--- config.mk ---
export PLATFORM = sky130hd
export DESIGN_NAME = uart_rx_dbuf
export DESIGN_NICKNAME = d
export VERILOG_FILES = /design/src/rtl/uart_rx_pkg.sv /design/src/rtl/rx_line_sync.sv /design/src/rtl/rx_frame_fsm.sv /design/src/rtl/rx_hold_buffer.sv /design/src/rtl/uart_rx_dbuf.sv
export SDC_FILE = /design/constraint.sdc
export NUM_CORES = 1
export LEC_CHECK = 0
export ABC_AREA = 1
export BUFFER_PORTS_ARGS = -buffer_cell sky130_fd_sc_hd__buf_2
export CELL_PAD_IN_SITES_DETAIL_PLACEMENT = 1
export CELL_PAD_IN_SITES_GLOBAL_PLACEMENT = 2
export CORE_MARGIN = 4
export CORE_UTILIZATION = 35
export CTS_BUF_LIST = sky130_fd_sc_hd__clkbuf_8
export CTS_CLUSTER_SIZE = 40
export DETAILED_ROUTE_END_ITERATION = 8
export GPL_ROUTABILITY_DRIVEN = 0
export PLACE_DENSITY = 0.84
export RECOVER_POWER = 25
export SYNTH_ARGS = -nofsm -noshare
export SYNTH_HDL_FRONTEND = slang
export SYNTH_SLANG_ARGS = --single-unit
--- constraint.sdc ---
create_clock -name clk -period 2.7 [get_ports clk]
set_input_delay 0.675 -clock clk [delete_from_list [all_inputs] [get_ports clk]]
set_output_delay 0.675 -clock clk [all_outputs]
set_load 0.05 [all_outputs]
--- src/rtl/uart_rx_pkg.sv ---
package uart_rx_pkg;

  typedef enum logic [2:0] {
    RX_IDLE,
    RX_START,
    RX_DATA,
    RX_PAR,
    RX_STOP1,
    RX_STOP2
  } rx_state_e;

  typedef struct packed {
    logic len8;
    logic par_en;
    logic par_odd;
    logic stop2;
  } rx_fmt_t;

endpackage

--- src/rtl/rx_line_sync.sv ---
module rx_line_sync #(
  parameter int STAGES = 2
) (
  input  logic clk,
  input  logic rst,
  input  logic din,
  output logic dout
);

  generate
    if (STAGES <= 1) begin : g_single
      logic q;
      always_ff @(posedge clk) begin
        if (rst) q <= 1'b1;
        else     q <= din;
      end
      assign dout = q;
    end else begin : g_chain
      logic [STAGES-1:0] q;
      always_ff @(posedge clk) begin
        if (rst) q <= '1;
        else     q <= {q[STAGES-2:0], din};
      end
      assign dout = q[STAGES-1];
    end
  endgenerate

endmodule

--- src/rtl/rx_frame_fsm.sv ---
module rx_frame_fsm
  import uart_rx_pkg::*;
#(
  parameter int DATA_W = 8,
  parameter int OSR    = 16
) (
  input  logic              clk,
  input  logic              rst,
  input  logic              tick,
  input  logic              rxd_s,
  input  rx_fmt_t           fmt,
  output logic              done,
  output logic [DATA_W-1:0] char_data,
  output logic              char_pe,
  output logic              char_fe
);

  localparam int CNT_W = $clog2(OSR);
  localparam int IDX_W = (DATA_W > 2) ? $clog2(DATA_W) : 1;
  localparam logic [CNT_W-1:0] MID  = CNT_W'(OSR / 2);
  localparam logic [CNT_W-1:0] LAST = CNT_W'(OSR - 1);

  rx_state_e          state;
  logic [CNT_W-1:0]   cnt;
  logic [IDX_W-1:0]   bit_idx;
  logic [DATA_W-1:0]  shreg;
  logic               par_acc;
  logic               par_bit;
  logic               at_mid;
  logic               at_last;
  logic [IDX_W-1:0]   last_idx;

  assign at_mid   = (cnt == MID);
  assign at_last  = (cnt == LAST);
  assign last_idx = fmt.len8 ? IDX_W'(DATA_W - 1) : IDX_W'(DATA_W - 2);

  always_ff @(posedge clk) begin
    if (rst) begin
      state   <= RX_IDLE;
      cnt     <= '0;
      bit_idx <= '0;
      shreg   <= '0;
      par_acc <= 1'b0;
      par_bit <= 1'b0;
    end else if (tick) begin
      if (state == RX_IDLE) begin
        if (!rxd_s) begin
          state <= RX_START;
          cnt   <= CNT_W'(1);
        end
      end else begin
        cnt <= at_last ? '0 : cnt + 1'b1;
        case (state)
          RX_START: begin
            if (at_mid && rxd_s) begin
              state <= RX_IDLE;
            end else if (at_last) begin
              state   <= RX_DATA;
              bit_idx <= '0;
              par_acc <= 1'b0;
            end
          end
          RX_DATA: begin
            if (at_mid) begin
              shreg   <= {rxd_s, shreg[DATA_W-1:1]};
              par_acc <= par_acc ^ rxd_s;
            end
            if (at_last) begin
              if (bit_idx == last_idx) state <= fmt.par_en ? RX_PAR : RX_STOP1;
              else                     bit_idx <= bit_idx + 1'b1;
            end
          end
          RX_PAR: begin
            if (at_mid)  par_bit <= rxd_s;
            if (at_last) state   <= RX_STOP1;
          end
          RX_STOP1: begin
            if (at_mid) state <= fmt.stop2 ? RX_STOP2 : RX_IDLE;
          end
          RX_STOP2: begin
            if (at_mid) state <= RX_IDLE;
          end
          default: state <= RX_IDLE;
        endcase
      end
    end
  end

  assign done      = tick && (state == RX_STOP1) && at_mid;
  assign char_data = fmt.len8 ? shreg : {1'b0, shreg[DATA_W-1:1]};
  assign char_pe   = fmt.par_en && ((par_acc ^ par_bit) != fmt.par_odd);
  assign char_fe   = !rxd_s;

endmodule

--- src/rtl/rx_hold_buffer.sv ---
module rx_hold_buffer #(
  parameter int DATA_W = 8
) (
  input  logic              clk,
  input  logic              rst,
  input  logic              done,
  input  logic [DATA_W-1:0] char_data,
  input  logic              char_pe,
  input  logic              char_fe,
  input  logic              rd,
  input  logic              clr,
  output logic [DATA_W-1:0] data_q,
  output logic              full_q,
  output logic              ovr_q,
  output logic              pe_q,
  output logic              fe_q,
  output logic              irq_q
);

  logic lost;
  assign lost = done && full_q && !rd;

  always_ff @(posedge clk) begin
    if (rst) begin
      data_q <= '0;
      full_q <= 1'b0;
      ovr_q  <= 1'b0;
      pe_q   <= 1'b0;
      fe_q   <= 1'b0;
      irq_q  <= 1'b0;
    end else begin
      irq_q <= 1'b0;
      if (done && !lost) begin
        data_q <= char_data;
        full_q <= 1'b1;
        irq_q  <= 1'b1;
      end else if (rd) begin
        full_q <= 1'b0;
      end
      ovr_q <= (ovr_q && !clr) || lost;
      pe_q  <= (pe_q  && !clr) || (done && char_pe);
      fe_q  <= (fe_q  && !clr) || (done && char_fe);
    end
  end

endmodule

--- src/rtl/uart_rx_dbuf.sv ---
module uart_rx_dbuf
  import uart_rx_pkg::*;
#(
  parameter int DATA_W      = 8,
  parameter int OSR         = 16,
  parameter int SYNC_STAGES = 2
) (
  input  logic              clk,
  input  logic              rst,
  input  logic              baud_tick,
  input  logic              rxd,
  input  logic              fmt_len8,
  input  logic              fmt_par_en,
  input  logic              fmt_par_odd,
  input  logic              fmt_stop2,
  input  logic              rd_strobe,
  input  logic              err_clr,
  output logic [DATA_W-1:0] rx_data,
  output logic              rx_full,
  output logic              err_overrun,
  output logic              err_parity,
  output logic              err_frame,
  output logic              rx_irq
);

  rx_fmt_t           fmt;
  logic              rxd_s;
  logic              frame_done;
  logic [DATA_W-1:0] char_data;
  logic              char_pe;
  logic              char_fe;

  assign fmt = '{len8: fmt_len8, par_en: fmt_par_en, par_odd: fmt_par_odd, stop2: fmt_stop2};

  rx_line_sync #(.STAGES(SYNC_STAGES)) sync_i (
    .clk (clk),
    .rst (rst),
    .din (rxd),
    .dout(rxd_s)
  );

  rx_frame_fsm #(.DATA_W(DATA_W), .OSR(OSR)) fsm_i (
    .clk      (clk),
    .rst      (rst),
    .tick     (baud_tick),
    .rxd_s    (rxd_s),
    .fmt      (fmt),
    .done     (frame_done),
    .char_data(char_data),
    .char_pe  (char_pe),
    .char_fe  (char_fe)
  );

  rx_hold_buffer #(.DATA_W(DATA_W)) buf_i (
    .clk      (clk),
    .rst      (rst),
    .done     (frame_done),
    .char_data(char_data),
    .char_pe  (char_pe),
    .char_fe  (char_fe),
    .rd       (rd_strobe),
    .clr      (err_clr),
    .data_q   (rx_data),
    .full_q   (rx_full),
    .ovr_q    (err_overrun),
    .pe_q     (err_parity),
    .fe_q     (err_frame),
    .irq_q    (rx_irq)
  );

endmodule

==> results.md <==
* Synth unique cells at 25
* Layout area overhead at 15.32%
* Vias at 1533
* Port Buffer Count at 22
* Hold Fails Final Rpt at 0
* Die Footprint at 6005 um^2
* Inserted Diodes at 0
* Clock Skew at 5.256 ps
* CTS tree: yes
* Final setup fails at 0
* Setup TNS at 0 ps
* Post-CTS Setup Bufs at 0
* Initial antenna violation count at 0
* Clock sinks at 35
* Clock Root Buffer: clkbuf_8
* Commonest cells in the netlist: nand2_1, nor2_1, dfxtp_1, o21ai_0, inv_1
* Min-delay worst type: flop to flop
* Top routing layer in use: met4
* EDFF count, synth at 0
* Syn avg cell area at 6.956 um^2
* Cell with the most instances after synthesis: nand2_1
* Critical Path Fanout Max at 10
* F_max at 547.5 MHz
* Met2 wire len at approximately 1900 um
* Met3 WL at 123 um
* Ys Warns at 0
* Pre-CTS WS at 839.8 ps
* Drt first pass iters at 4
* Row Count at 25
* Fin worst setup slack at 873.4 ps
* Total Routing Usage GR at 0.1396
* Crit-path cells: inv_1 -> ha_1 -> nand3_1 -> nor2_2 -> inv_2 -> nor2_1 -> nand2_1 -> nor2_1 -> nand3_2 -> nand2_1
* Crit-path max cell delay at 330 ps
* Total global routing overflow at 0
* Synth Register Bits at 35
* Post-synth top area share at 0.4145
* Initial drt markers at 64
* Worst-margin pin slew at roughly 630 ps
* Die H at 77.50 um
* Dpl cells at 315
* Setup crit start kind: flop
* Post-route DRC at 0
* IO Pins at 23
* Filler cells at 649
* Clock buffer count from CTS at 5
* CP Depth at 10
* Cts repair resizes at 0
* Leak at 0.8977 nW
* Die width at 77.50 um
* Critical Path Slowest Stage Cell: dfxtp_1
* Ys async rst share at 0
* CP endpoint kind: flop
* DRT Wirelength at roughly 3800 um
* Area leader, netlist: dfxtp_1
* Worst-path clk slew at ~80 ps
* Delay-heaviest family, CP: simple AND/OR/NAND/NOR gates
* Clk_lat worst skew at 290 ps
* NumNets Final at roughly 280
* First-pass GRT wire length at 6720 um
* Main flop type after synthesis: dfxtp_1
* CP required at a little under 3000 ps
* Post-synth design cell area at 1690 um^2
* Crit path DAT at 2060 ps
* Post-DRT Antenna Nets at 0
* Vias in the first global route at ~1500
* Post-DP HPWL at 2869 um
* Ratio of cells with drive above 1 in the final layout at 0.1673
* Htree depth at 2
* Reg2Reg Depth at 10
* VDD IR max at around 0.35 mV
* Clock Path Buffers at 2
* MaxCap Viol Count at 0
* Top post-synthesis cells by area: dfxtp_1, nand2_1, nor2_1
* Register area at 700.7 um^2
* Core box area at 4692 um^2
* Crit path kind: flop to flop
* Mapped Cells at 243
* RSZ-0062 raised after global routing: no
* Via density at 4.746
* Largest net degree at the start of global routing at 25
* Slew margin rel. at 0.5825
* CP Buf/Inv Count at 2
* Hold-fix buffers, CTS at 0
* Hold Path Stages at 1
* Sequential share of the synthesized area at 0.4145
* Area occupied by multi-input gates at 843.3 um^2
* Total power per unit cell area at roughly 840 nW/um^2
* Fin util at 0.4155
* Synthesized net count at 256
* Final period util at 0.6765
* Outcome: complete, no violations
* Starting density of the core at 0.3603
* Met1 WL at 1755 um
* Crit path time final at 1827 ps
* Final Max Slew Viols at 0
* Final std cells w/o fill at approximately 320
* Average wire per standard cell at 11.81 um
power breakdown:
part | switching, mW | leakage [nW] | internal (mW)
clock | 0.200 | 0.0644 | 0.368
sequential | 0.0452 | 0.283 | 0.565
combinational | 0.309 | 0.550 | 0.155
placed cells by master (no fill, tap or decap), types with 2 or more instances in the layout:
cell       count
dfxtp_1       35
bufinv_16      2
or2_2          3
nand2_1       62
nor3_1         2
clkbuf_8       5
xnor2_1        3
nand3_2        2
nand2_2        2
o21ai_0       21
buf_2         19
nand3_1       14
a21oi_1       12
ha_1           3
inv_2          6
nor2_1        47
clkbuf_1       3
nor2_4         2
inv_1         17
nand3b_1       2
final timing paths:
kind | startpoint | endpoint | slack (ps)
setup reg to reg | fsm_i.cnt[0] | buf_i.data_q[7] | 870
hold / removal | sync_i.g_chain.q[0] | sync_i.g_chain.q[1] | 430
setup / recovery | fsm_i.cnt[0] | buf_i.data_q[7] | 870
hold reg to reg | sync_i.g_chain.q[0] | sync_i.g_chain.q[1] | 430
cell type report:
cell class / instances / area share
Inverter: 24 / 0.04878
Multi-Input combinational cell: 180 / 0.4326
Tap cell: 54 / 0.03466
Sequential cell: 35 / 0.3594
Timing Repair Buffer: 22 / 0.05456
Clock buffer: 5 / 0.03530
Clock inverter: 3 / 0.03466
kinds of logic after synthesis:
logic type / Yosys count / share of synthesized area
simple gates: 139 / 0.3753
compound gates: 35 / 0.1066
flops: 35 / 0.4145
buf+inv: 28 / 0.06587
xor+xnor: 3 / 0.01555
fa+ha+maj: 3 / 0.02221
sequential cells by signal, indices dropped and copies added (netlist names):
name and flops:
fsm_i.par_bit 1, buf_i.full_q 1, buf_i.data_q 8, sync_i.g_chain.q 2, buf_i.irq_q 1, buf_i.fe_q 1, fsm_i.cnt 4, fsm_i.shreg 8
buf_i.ovr_q 1, fsm_i.par_acc 1, fsm_i.state 3, buf_i.pe_q 1, fsm_i.bit_idx 3
through the flow:
stage | instance area (um^2) | total power, mW | hold slack [ps]
after floorplan | 1690 | 0.9955 | 389.5
after global placement | 1852 | 1.100 | 401.9
after detailed placement | 1852 | 1.106 | 403.7
after CTS | 1988 | 1.684 | 440.1
after global routing | 1949 | 1.778 | 448.6
final | 1949 | 1.643 | 433.6
layer usage:
layer / vias up / global-route usage
li1: 815 / -
met5: - / 0
met2: 20 / 0.2383
met4: 0 / 0.05872
met1: 691 / 0.1680
met3: 7 / 0.03132
Power figures use the tool's default switching activity.
